## config.mk

```make
export PLATFORM = sky130hd
export DESIGN_NAME = signcorr_periph
export DESIGN_NICKNAME = d
export VERILOG_FILES = /design/src/rtl/sc_pkg.sv /design/src/rtl/sc_popcount.sv /design/src/rtl/sc_subset_tap.sv /design/src/rtl/sc_corr_mux.sv /design/src/rtl/signcorr_periph.sv
export SDC_FILE = /design/constraint.sdc
export NUM_CORES = 1
export LEC_CHECK = 0
export BUFFER_PORTS_ARGS = -buffer_cell sky130_fd_sc_hd__buf_2
export CORE_ASPECT_RATIO = 1.25
export CORE_MARGIN = 2
export CORE_UTILIZATION = 28
export CTS_BUF_LIST = sky130_fd_sc_hd__clkbuf_16
export DETAILED_ROUTE_END_ITERATION = 16
export GPL_TIMING_DRIVEN = 0
export HOLD_SLACK_MARGIN = 0.03
export PLACE_DENSITY = 0.43
export SLEW_MARGIN = 40
export SYNTH_ARGS = -nofsm -noshare
export SYNTH_HDL_FRONTEND = slang
export SYNTH_SLANG_ARGS = --single-unit
```

## constraint.sdc

```tcl
create_clock -name clk_i -period 3.59 [get_ports clk_i]
set_input_delay 0.359 -clock clk_i [delete_from_list [all_inputs] [get_ports clk_i]]
set_output_delay 0.359 -clock clk_i [all_outputs]
set_load 0.03 [all_outputs]
```

## src/rtl/sc_pkg.sv

```systemverilog
package sc_pkg;
  localparam int unsigned ROWS_DEF  = 64;
  localparam int unsigned ACC_W_DEF = 16;
  localparam int unsigned GROUP_DEF = 8;

  typedef enum logic [1:0] {
    MAP_SERIAL = 2'd0,
    MAP_INSIDE = 2'd1,
    MAP_INOUT  = 2'd2,
    MAP_RSVD   = 2'd3
  } map_e;

  // both input-side mappings share one input ordering, hence one path
  function automatic logic map_is_input_side(logic [1:0] m);
    return m != MAP_SERIAL;
  endfunction
endpackage

```

## src/rtl/sc_popcount.sv

```systemverilog
module sc_popcount #(
  parameter int unsigned N = 16,
  parameter int unsigned W = $clog2(N + 1)
) (
  input  logic [N-1:0] bits_i,
  output logic [W-1:0] count_o
);
  localparam int unsigned LVLS = (N > 1) ? $clog2(N) : 0;
  localparam int unsigned P    = 1 << LVLS;

  for (genvar l = 0; l <= LVLS; l++) begin : g_lvl
    localparam int unsigned CNT = P >> l;
    logic [W-1:0] s [CNT];
    for (genvar i = 0; i < CNT; i++) begin : g_n
      if (l == 0) begin : g_leaf
        if (i < N) begin : g_used
          assign s[i] = W'(bits_i[i]);
        end else begin : g_pad
          assign s[i] = '0;
        end
      end else begin : g_add
        assign s[i] = g_lvl[l-1].s[2*i] + g_lvl[l-1].s[2*i+1];
      end
    end
  end

  assign count_o = g_lvl[LVLS].s[0];
endmodule

```

## src/rtl/sc_subset_tap.sv

```systemverilog
module sc_subset_tap #(
  parameter int unsigned ROWS  = 64,
  parameter int unsigned GROUP = 8
) (
  input  logic [ROWS-1:0]           rows_i,
  input  logic                      wide_i,
  output logic [2*(ROWS/GROUP)-1:0] tap_o,
  output logic [ROWS-1:0]           rest_o
);
  localparam int unsigned NG     = ROWS / GROUP;
  localparam int unsigned HI_OFS = GROUP - 1;
  localparam int unsigned LO_OFS = GROUP - 5;

  for (genvar g = 0; g < NG; g++) begin : g_grp
    for (genvar k = 0; k < GROUP; k++) begin : g_row
      localparam int unsigned R = g * GROUP + k;
      if (k == HI_OFS) begin : g_hi
        assign tap_o[2*g]  = rows_i[R];
        assign rest_o[R]   = 1'b0;
      end else if (k == LO_OFS) begin : g_lo
        // joins the subset only for narrow data
        assign tap_o[2*g+1] = rows_i[R] & ~wide_i;
        assign rest_o[R]    = rows_i[R] & wide_i;
      end else begin : g_plain
        assign rest_o[R] = rows_i[R];
      end
    end
  end
endmodule

```

## src/rtl/sc_corr_mux.sv

```systemverilog
module sc_corr_mux
  import sc_pkg::*;
#(
  parameter int unsigned CNT_W = 7,
  parameter int unsigned SUB_W = 5,
  parameter int unsigned ACC_W = 16
) (
  input  logic [1:0]       mode_i,
  input  logic             signed_i,
  input  logic             first_i,
  input  logic             last_i,
  input  logic [CNT_W-1:0] col_i,
  input  logic [SUB_W-1:0] sub_i,
  output logic [ACC_W-1:0] lift_o,
  output logic [ACC_W-1:0] tap_o,
  output logic [ACC_W-1:0] ser_o
);
  logic side, sel_lift, sel_tap, sel_ser;
  logic [ACC_W-1:0] col_x2, sub_x2;

  assign side     = map_is_input_side(mode_i);
  assign sel_lift = signed_i & side & first_i;
  assign sel_tap  = signed_i & side & last_i;
  assign sel_ser  = signed_i & ~side & first_i;

  assign col_x2 = ACC_W'({col_i, 1'b0});
  assign sub_x2 = ACC_W'({sub_i, 1'b0});

  always_comb begin
    lift_o = sel_lift ? col_x2 : '0;
    tap_o  = sel_tap  ? sub_x2 : '0;
    ser_o  = sel_ser  ? (ACC_W'(0) - col_x2) : '0;
  end
endmodule

```

## src/rtl/signcorr_periph.sv

```systemverilog
module signcorr_periph
  import sc_pkg::*;
#(
  parameter int unsigned ROWS  = ROWS_DEF,
  parameter int unsigned ACC_W = ACC_W_DEF,
  parameter int unsigned GROUP = GROUP_DEF
) (
  input  logic             clk_i,
  input  logic             rst_ni,
  input  logic             step_valid_i,
  input  logic             first_i,
  input  logic             last_i,
  input  logic [1:0]       mode_i,
  input  logic             wide_i,
  input  logic             signed_i,
  input  logic [ROWS-1:0]  rows_i,
  output logic [ACC_W-1:0] result_o,
  output logic             valid_o
);
  localparam int unsigned NG    = ROWS / GROUP;
  localparam int unsigned SUB_N = 2 * NG;
  localparam int unsigned SUB_W = $clog2(SUB_N + 1);
  localparam int unsigned CNT_W = $clog2(ROWS + 1);

  logic [SUB_N-1:0] tap_bits;
  logic [ROWS-1:0]  rest_bits;
  logic [SUB_W-1:0] sub_sum;
  logic [CNT_W-1:0] rest_sum, col_sum;
  logic [ACC_W-1:0] lift, tap, ser, acc_base, acc_next, acc_q;
  logic             valid_q;

  sc_subset_tap #(.ROWS(ROWS), .GROUP(GROUP)) u_tap (
    .rows_i (rows_i),
    .wide_i (wide_i),
    .tap_o  (tap_bits),
    .rest_o (rest_bits)
  );

  // secondary tree: a quarter of the rows at most
  sc_popcount #(.N(SUB_N), .W(SUB_W)) u_sub_tree (
    .bits_i  (tap_bits),
    .count_o (sub_sum)
  );

  sc_popcount #(.N(ROWS), .W(CNT_W)) u_main_tree (
    .bits_i  (rest_bits),
    .count_o (rest_sum)
  );

  // subset is summed first and reused for the column total
  assign col_sum = rest_sum + CNT_W'(sub_sum);

  sc_corr_mux #(.CNT_W(CNT_W), .SUB_W(SUB_W), .ACC_W(ACC_W)) u_corr (
    .mode_i   (mode_i),
    .signed_i (signed_i),
    .first_i  (first_i),
    .last_i   (last_i),
    .col_i    (col_sum),
    .sub_i    (sub_sum),
    .lift_o   (lift),
    .tap_o    (tap),
    .ser_o    (ser)
  );

  assign acc_base = first_i ? '0 : {acc_q[ACC_W-2:0], 1'b0};
  assign acc_next = acc_base + ACC_W'(col_sum) + lift + tap + ser;

  always_ff @(posedge clk_i or negedge rst_ni) begin
    if (!rst_ni) begin
      acc_q   <= '0;
      valid_q <= 1'b0;
    end else begin
      valid_q <= step_valid_i & last_i;
      if (step_valid_i) acc_q <= acc_next;
    end
  end

  assign result_o = acc_q;
  assign valid_o  = valid_q;
endmodule

```

==> impl_metrics.prom, run 1 <==
# TYPE chip_impl_metric gauge
chip_impl_metric{name="final.fill_count",unit=""} 1775
chip_impl_metric{name="slew_headroom",unit="%"} 44.1
chip_impl_metric{name="ant_nets",unit=""} 0
chip_impl_metric{name="synth.avg_cell_area",unit="µm²"} 9.68
chip_impl_metric{name="post-route-period-util",unit="%"} 298
chip_impl_metric{name="number_of_slew_limit_violations_in_the_final_report",unit=""} 0
chip_impl_metric{name="drtPass1Iterations",unit=""} 4
chip_impl_metric{name="initial_antenna_violation_count",unit=""} 0
chip_impl_metric{name="tns",unit="ns"} -102.09
chip_impl_metric{name="complex_gate_fraction_of_the_synthesized_area",unit="%"} 6.83
chip_impl_metric{name="wire_length_of_the_first_global_routing_pass",unit="µm"} 19300
chip_impl_metric{name="fp-row-count",unit=""} 54
chip_impl_metric{name="die_height",unit="µm"} 152
chip_impl_info{name="setup_repair_after_global_routing_missed_its_margin",value="true"} 1
chip_impl_metric{name="grt_max_degree",unit=""} 18
chip_impl_metric{name="arrival_time_of_the_worst_setup_path",unit="ns"} 10.82
chip_impl_info{name="timing.setup.critical_path_class",value="primary input to flop"} 1
chip_impl_metric{name="post_synth_num_cell_types",unit=""} 50
chip_impl_metric{name="synth.mux.area_fraction",unit="%"} 3.01
chip_impl_metric{name="critical_path.max_stage_delay",unit="ns"} 0.61
chip_impl_metric{name="globalplace.congestion",unit=""} 0.805
chip_impl_metric{name="max_freq",unit="GHz"} 0.0936
chip_impl_metric{name="initial_drt_markers",unit=""} 88
chip_impl_metric{name="crit_path_max_fanout",unit=""} 3
chip_impl_metric{name="setup_violations",unit=""} 16
chip_impl_metric{name="synth_adder_area_share",unit="%"} 56.7
chip_impl_metric{name="drt_drc_violations_left",unit=""} 0
chip_impl_metric{name="routed_via_density",unit=""} 4.33
chip_impl_metric{name="synthesis.instances",unit=""} 507
chip_impl_info{name="hold_path_class",value="primary input to async pin"} 1
chip_impl_metric{name="timing_hold_violations_final",unit=""} 0
chip_impl_info{name="worstReg2RegStart",value="result_o[9]"} 1
chip_impl_info{name="cts_tree",value="yes"} 1
chip_impl_metric{name="die_x",unit="µm"} 122
chip_impl_info{name="dominantRegCellSynth",value="sky130_fd_sc_hd__dfrtp_1"} 1
chip_impl_metric{name="port-buffer-count",unit=""} 89
chip_impl_metric{name="start_util",unit="%"} 28.4
chip_impl_metric{name="clkSinkCount",unit=""} 17
chip_impl_metric{name="num_vias",unit=""} 3720
chip_impl_metric{name="yosys.area_share.xor_xnor",unit="%"} 3.37
chip_impl_info{name="violations",value="negative setup slack"} 1
chip_impl_metric{name="io_pins",unit=""} 90
chip_impl_metric{name="routed_wire_length_per_instance",unit="µm"} 13.5
chip_impl_metric{name="total_of_warnings_raised_by_yosys",unit=""} 0
chip_impl_metric{name="postSynth.asyncResetShare",unit="%"} 100
chip_impl_metric{name="critPathRequiredTime",unit="ns"} 3.73
chip_impl_metric{name="dp_hpwl",unit="µm"} 10200
chip_impl_metric{name="r2r.worst_path.cells",unit=""} 13
chip_impl_metric{name="yosys_register_bits",unit=""} 17
chip_impl_metric{name="whs",unit="ns"} 0.0337
chip_impl_info{name="slowest_cell_on_the_critical_path",value="sky130_fd_sc_hd__fa_2"} 1
chip_impl_metric{name="antennaDiodeCount",unit=""} 0
chip_impl_metric{name="clock_pin_slew_reported_for_the_worst_setup_and_hold_paths_after_clock_tree_synthesis",unit="ns"} 0.06
chip_impl_metric{name="globalRouteOverflowTotal",unit=""} 0
chip_impl_metric{name="number_of_cells_in_the_finished_layout_apart_from_fillers",unit=""} 860
chip_impl_metric{name="clock_tree.htree_level_count",unit=""} 1
chip_impl_metric{name="area.sequential",unit="µm²"} 425
chip_impl_metric{name="postRouteWirelength",unit="µm"} 11600
chip_impl_metric{name="clk_latency",unit="ns"} 0.26
chip_impl_metric{name="design_area",unit="µm²"} 6720
chip_impl_metric{name="dpl.cell_count",unit=""} 820
chip_impl_metric{name="synth_fp_nets",unit=""} 753
chip_impl_info{name="clock_tree.root_cell",value="sky130_fd_sc_hd__clkbuf_16"} 1
chip_impl_metric{name="grt_util_all_layers",unit="%"} 12.9
chip_impl_metric{name="syn2layout_area_growth",unit="%"} 37.0
chip_impl_metric{name="cap_violations",unit=""} 0
chip_impl_metric{name="clock_path_buffers",unit=""} 2
chip_impl_metric{name="clock_skew",unit="ns"} 0.00207
chip_impl_metric{name="layout_min_cycle_time",unit="ns"} 10.68
chip_impl_info{name="endpoint_kind",value="flop"} 1
chip_impl_metric{name="yosys.area_share.simple",unit="%"} 11.0
chip_impl_info{name="worst_r2r_end",value="result_o[13]"} 1
chip_impl_metric{name="num-nets-final",unit=""} 883
chip_impl_info{name="cpMostUsedCell",value="sky130_fd_sc_hd__fa_1"} 1
chip_impl_metric{name="cts_buf_count",unit=""} 3
chip_impl_info{name="synth_top_family_by_area",value="adder cells"} 1
chip_impl_metric{name="synth-edff-count",unit=""} 0
chip_impl_metric{name="area_taken_by_multi_input_logic_gates",unit="µm²"} 4600
chip_impl_metric{name="cts_hold_buffers",unit=""} 0
chip_impl_info{name="run_status",value="finished with violations"} 1
chip_impl_metric{name="die-area",unit="µm²"} 18600
chip_impl_metric{name="timing_worst_slew_pin_value",unit="ns"} 0.839
chip_impl_metric{name="layout_setup_ws",unit="ns"} -7.09
chip_impl_metric{name="share_of_the_yosys_chip_area_belonging_to_registers",unit="%"} 8.67
chip_impl_info{name="critical_path.startpoint_type",value="primary input"} 1
chip_impl_metric{name="netlist_area",unit="µm²"} 4910
chip_impl_metric{name="r2r_setup_slack",unit="ns"} 0.45
chip_impl_metric{name="dpl_cell_area",unit="µm²"} 5870
chip_impl_metric{name="drive_gt1_share",unit="%"} 39.6
chip_impl_metric{name="fp.coreArea",unit="µm²"} 17300
chip_impl_metric{name="first_global_vias",unit=""} 3999
## cell families (layout without fill, tap and decap cells)
kind of cell,Yosys count,in the layout
buf+inv,137,266
simple gates,101,101
compound gates,48,48
xor+xnor,18,18
fa+ha+maj,173,173
mux,13,13
flops,17,17
## synthesized netlist by cell type, types with 2 or more instances
master                      count  share of area, %
sky130_fd_sc_hd__a211oi_1       3              0.46
sky130_fd_sc_hd__a21o_1         5              0.76
sky130_fd_sc_hd__a21oi_1       10               1.0
sky130_fd_sc_hd__a21oi_2        3              0.54
sky130_fd_sc_hd__a31oi_1        3              0.38
sky130_fd_sc_hd__and2_1        12               1.5
sky130_fd_sc_hd__and3_1         3              0.38
sky130_fd_sc_hd__clkbuf_1       3              0.23
sky130_fd_sc_hd__dfrtp_1       17               8.7
sky130_fd_sc_hd__fa_1          82                33
sky130_fd_sc_hd__ha_1          91                23
sky130_fd_sc_hd__inv_1        133                10
sky130_fd_sc_hd__mux2_2        10               2.3
sky130_fd_sc_hd__mux2i_1        2              0.41
sky130_fd_sc_hd__nand2_1       17               1.3
sky130_fd_sc_hd__nand2b_1      11               1.4
sky130_fd_sc_hd__nand3_1        5              0.51
sky130_fd_sc_hd__nand4_1        2              0.25
sky130_fd_sc_hd__nor2_1        22               1.7
sky130_fd_sc_hd__nor2b_1       16               2.0
sky130_fd_sc_hd__nor3b_1        2              0.31
sky130_fd_sc_hd__nor4_1         2              0.25
sky130_fd_sc_hd__o2111ai_1      2              0.36
sky130_fd_sc_hd__o21ai_0        3              0.31
sky130_fd_sc_hd__o21ai_1        6              0.61
sky130_fd_sc_hd__o22ai_1        2              0.25
sky130_fd_sc_hd__or2_2          2              0.25
sky130_fd_sc_hd__xnor2_1       11               2.0
sky130_fd_sc_hd__xor2_1         6               1.1
## cells in the final DEF (no fill, tap or decap), drive strengths merged, types with 5 or more instances in the layout
| cell type | n |
|---|---|
| nor2b | 17 |
| and2 | 12 |
| ha | 91 |
| nand2 | 17 |
| inv | 134 |
| nand2b | 11 |
| a21o | 5 |
| dfrtp | 17 |
| nand3 | 5 |
| o21ai | 10 |
| mux2 | 11 |
| buf | 127 |
| clkbuf | 5 |
| a21oi | 13 |
| xor2 | 7 |
| nor2 | 23 |
| fa | 82 |
| xnor2 | 11 |
## layer usage
metal	part of all wire [%]	wire length [µm]	GRT usage, %	vias to the layer above
li1	-	-	-	1848
met1	41	4720	16.1	1788
met2	54	6270	24.0	73
met3	3.5	410	0.826	11
met4	1.5	175	2.85	0
met5	0	0	0	-
## layout make-up
type,count,area share (%)
sequential,17,6.33
buffer,4,0.391
timing repair buffer,125,12.1
clock inverter,1,0.0558
tap,224,4.17
multi-input combinational,353,68.4
clock buffer,3,1.12
inverter,133,7.42
## critical path: cells and delay by family
kind                     cells  cell delay (ns)
XOR/XNOR                     2             0.34
multiplexers                 1             0.26
AO/OA/AOI/OAI                3             0.39
AND/OR/NAND/NOR              4             0.33
buffers and inverters       12             0.87
adder cells (fa/ha/maj)     18             8.26
## how the worst max path moves through the flow
stage	from	endpoint	depth (start not counted)
6_report	rows_i[35]	result_o[8]	40
5_1_grt	rows_i[35]	result_o[15]	43
4_1_cts	wide_i	result_o[14]	40
3_5_place_dp	wide_i	result_o[14]	42
3_3_place_gp	wide_i	result_o[14]	42
2_1_floorplan	wide_i	result_o[10]	39
## sequential cells by signal, indices dropped and copies added (netlist names)
| register | flops |
|---|---|
| result_o | 16 |
| valid_o | 1 |
## what timing repair did
| item | CTS | global route |
|---|---|---|
| gates cloned | 0 | 0 |
| pin swaps | 42 | 29 |
| gates resized for setup | 56 | 61 |
| endpoints found under the hold margin | 0 | 0 |
| buffers inserted | 26 | 12 |
| setup endpoints to repair | 16 | 16 |
## through the flow
stage / setup WS, ns / util, %
after global placement: -7.90 / 33.9
after floorplan: -6.93 / -
after detailed placement: -7.94 / 33.9
after global routing: -7.35 / 38.9
final: -7.09 / 38.9
after CTS: -7.12 / 36.9
Power of run 1 is left out: the tool's default activity adds up to more than one toggle a clock period on the data nets, which glitch-free logic cannot reach.
==> inputs of run 2 (changes only) <==
--- a/config.mk
+++ b/config.mk
@@ -11,10 +11,11 @@
 export CORE_UTILIZATION = 28
 export CTS_BUF_LIST = sky130_fd_sc_hd__clkbuf_16
 export DETAILED_ROUTE_END_ITERATION = 16
-export GPL_TIMING_DRIVEN = 0
+export GPL_TIMING_DRIVEN = 1
 export HOLD_SLACK_MARGIN = 0.03
 export PLACE_DENSITY = 0.43
 export SLEW_MARGIN = 40
 export SYNTH_ARGS = -nofsm -noshare
 export SYNTH_HDL_FRONTEND = slang
 export SYNTH_SLANG_ARGS = --single-unit
+export TNS_END_PERCENT = 5
==> impl_metrics.prom, run 2 (same netlist as run 1, synthesis figures left out) <==
# TYPE chip_impl_metric gauge
chip_impl_metric{name="drt_drc_violations_left",unit=""} 0
chip_impl_metric{name="wire_length_of_the_first_global_routing_pass",unit="µm"} 20600
chip_impl_metric{name="cts_hold_buffers",unit=""} 0
chip_impl_metric{name="routed_wire_length_per_instance",unit="µm"} 13.0
chip_impl_metric{name="layout_min_cycle_time",unit="ns"} 10.79
chip_impl_info{name="violations",value="negative setup slack"} 1
chip_impl_metric{name="area.sequential",unit="µm²"} 425
chip_impl_info{name="final_common_cell",value="sky130_fd_sc_hd__inv_1"} 1
chip_impl_info{name="top_usage_layer",value="met2"} 1
chip_impl_info{name="hold_path_class",value="primary input to async pin"} 1
chip_impl_metric{name="slew_headroom",unit="%"} 63.7
chip_impl_metric{name="arrival_time_of_the_worst_setup_path",unit="ns"} 10.94
chip_impl_info{name="mostFrequentLayoutCells",value="sky130_fd_sc_hd__inv_1 (125), sky130_fd_sc_hd__buf_2 (88), sky130_fd_sc_hd__buf_4 (85)"} 1
chip_impl_metric{name="globalRouteMet2Util",unit="%"} 26.3
chip_impl_metric{name="clock_path_buffers",unit=""} 2
chip_impl_metric{name="ant_nets",unit=""} 0
chip_impl_metric{name="port-buffer-count",unit=""} 89
chip_impl_info{name="critical_path.startpoint_type",value="primary input"} 1
chip_impl_metric{name="drtPass1Iterations",unit=""} 4
chip_impl_metric{name="max_freq",unit="GHz"} 0.0926
chip_impl_metric{name="drive_gt1_share",unit="%"} 36.3
chip_impl_metric{name="clock_tree.htree_level_count",unit=""} 1
chip_impl_metric{name="setup_violations",unit=""} 16
chip_impl_metric{name="grtUsageMet3",unit="%"} 1.01
chip_impl_metric{name="clock_skew",unit="ns"} 0.00579
chip_impl_metric{name="antennaDiodeCount",unit=""} 0
chip_impl_metric{name="dp_hpwl",unit="µm"} 10900
chip_impl_info{name="cts_tree",value="yes"} 1
chip_impl_info{name="cpMostUsedCell",value="sky130_fd_sc_hd__fa_1"} 1
chip_impl_metric{name="cap_violations",unit=""} 0
chip_impl_metric{name="routed_via_density",unit=""} 4.24
chip_impl_metric{name="fp-row-count",unit=""} 54
chip_impl_metric{name="final.fill_count",unit=""} 1833
chip_impl_info{name="slowest_cell_on_the_critical_path",value="sky130_fd_sc_hd__fa_1"} 1
chip_impl_metric{name="flip_flop_count_of_the_largest_register_after_layout",unit=""} 16
chip_impl_metric{name="start_util",unit="%"} 28.4
chip_impl_metric{name="globalplace.congestion",unit=""} 0.798
chip_impl_metric{name="fp.coreArea",unit="µm²"} 17300
chip_impl_metric{name="globalRouteOverflowTotal",unit=""} 0
chip_impl_info{name="clock_tree.root_cell",value="sky130_fd_sc_hd__clkbuf_16"} 1
chip_impl_metric{name="grt_use_met1",unit="%"} 16.5
chip_impl_metric{name="cts_buf_count",unit=""} 3
chip_impl_metric{name="postRouteWirelength",unit="µm"} 11700
chip_impl_metric{name="syn2layout_area_growth",unit="%"} 34.3
chip_impl_metric{name="initial_drt_markers",unit=""} 51
chip_impl_metric{name="dpl_cell_area",unit="µm²"} 6360
chip_impl_metric{name="timing_hold_violations_final",unit=""} 0
chip_impl_metric{name="clk_latency",unit="ns"} 0.26
chip_impl_metric{name="crit_path_max_fanout",unit=""} 4
chip_impl_metric{name="critPathRequiredTime",unit="ns"} 3.73
chip_impl_metric{name="clkSinkCount",unit=""} 17
chip_impl_metric{name="die_height",unit="µm"} 152
chip_impl_info{name="setup_repair_after_global_routing_missed_its_margin",value="true"} 1
chip_impl_metric{name="critical_path.max_stage_delay",unit="ns"} 0.59
chip_impl_metric{name="number_of_slew_limit_violations_in_the_final_report",unit=""} 0
chip_impl_metric{name="die_x",unit="µm"} 122
chip_impl_info{name="timing.setup.critical_path_class",value="primary input to flop"} 1
chip_impl_info{name="run_status",value="finished with violations"} 1
chip_impl_metric{name="num-nets-final",unit=""} 928
chip_impl_metric{name="grt_max_degree",unit=""} 24
chip_impl_metric{name="io_pins",unit=""} 90
chip_impl_metric{name="first_global_vias",unit=""} 4326
chip_impl_metric{name="tns",unit="ns"} -103.29
chip_impl_info{name="endpoint_kind",value="flop"} 1
chip_impl_metric{name="area_taken_by_multi_input_logic_gates",unit="µm²"} 4220
chip_impl_metric{name="timing_worst_slew_pin_value",unit="ns"} 0.545
chip_impl_metric{name="whs",unit="ns"} 0.0500
chip_impl_metric{name="die-area",unit="µm²"} 18600
chip_impl_metric{name="clock_pin_slew_reported_for_the_worst_setup_and_hold_paths_after_clock_tree_synthesis",unit="ns"} 0.06
chip_impl_metric{name="initial_antenna_violation_count",unit=""} 0
chip_impl_metric{name="num_vias",unit=""} 3836
chip_impl_metric{name="layout_setup_ws",unit="ns"} -7.20
chip_impl_metric{name="design_area",unit="µm²"} 6590
chip_impl_metric{name="grt_util_all_layers",unit="%"} 13.7
chip_impl_metric{name="post-route-period-util",unit="%"} 301
-- run 2: cell types whose count changed in the layout (fill, tap and decap cells not counted), moves of 13 or more --
cell / delta
sky130_fd_sc_hd__inv_2: -16
sky130_fd_sc_hd__ha_4: -13
sky130_fd_sc_hd__ha_1: +13
sky130_fd_sc_hd__buf_4: +69
sky130_fd_sc_hd__buf_6: -20
sky130_fd_sc_hd__inv_1: +16
-- run 2: path summary, 6_finish.rpt --
kind | startpoint | endpoint | slack, ns | cells after the start
max reg2reg | result_o[6] | result_o[15] | 0.45 | 13
min | rst_ni | result_o[7] | 0.05 | 1
max in group asynchronous | rst_ni | result_o[6] | 3.23 | 1
min reg2reg | result_o[15] | result_o[15] | 0.51 | 1
min in group clk_i | last_i | valid_o | 0.32 | 2
max | rows_i[11] | result_o[15] | -7.20 | 40
-- run 2: timing repair --
action,in CTS,in global routing
setup endpoints to repair,16,16
pin swaps,31,1
setup buffers,3,0
cloned,0,0
gates resized for setup,24,4
-- run 2: final cells by class --
class	instances	share of cell area, %
Sequential cell	17	6.45
Inverter	133	7.57
Clock buffer	3	1.14
Timing Repair Buffer	174	16.5
Tap cell	224	4.25
Multi-Input combinational cell	353	64.0
Clock inverter	1	0.0569
-- run 2: metrics by stage --
stage | setup WS (ns) | util [%] | cells
finish | -7.20 | 38.1 | 905
global placement | -7.58 | 36.8 | 898
global route | -7.69 | 38.1 | 905
floorplan | -6.93 | - | 507
detailed placement | -7.58 | 36.8 | 898
CTS | -7.29 | 38.0 | 905
-- run 2: routing by layer --
metal / vias to the layer above / share of wire [%] / wire, µm
li1: 1930 / - / -
met1: 1834 / 39 / 4620
met2: 65 / 56 / 6590
met3: 7 / 3.6 / 424
met4: 0 / 0.83 / 97
met5: - / 0 / 0
-- run 2: worst max-delay path: cells and delay by family --
kind	cells	cell delay [ns]
adder cells (fa/ha/maj)	18	7.57
AND/OR/NAND/NOR	3	0.36
multiplexers	1	0.26
XOR/XNOR	2	0.28
AO/OA/AOI/OAI	6	1.19
buffers and inverters	10	0.88
Power of run 2 is left out for the same reason.
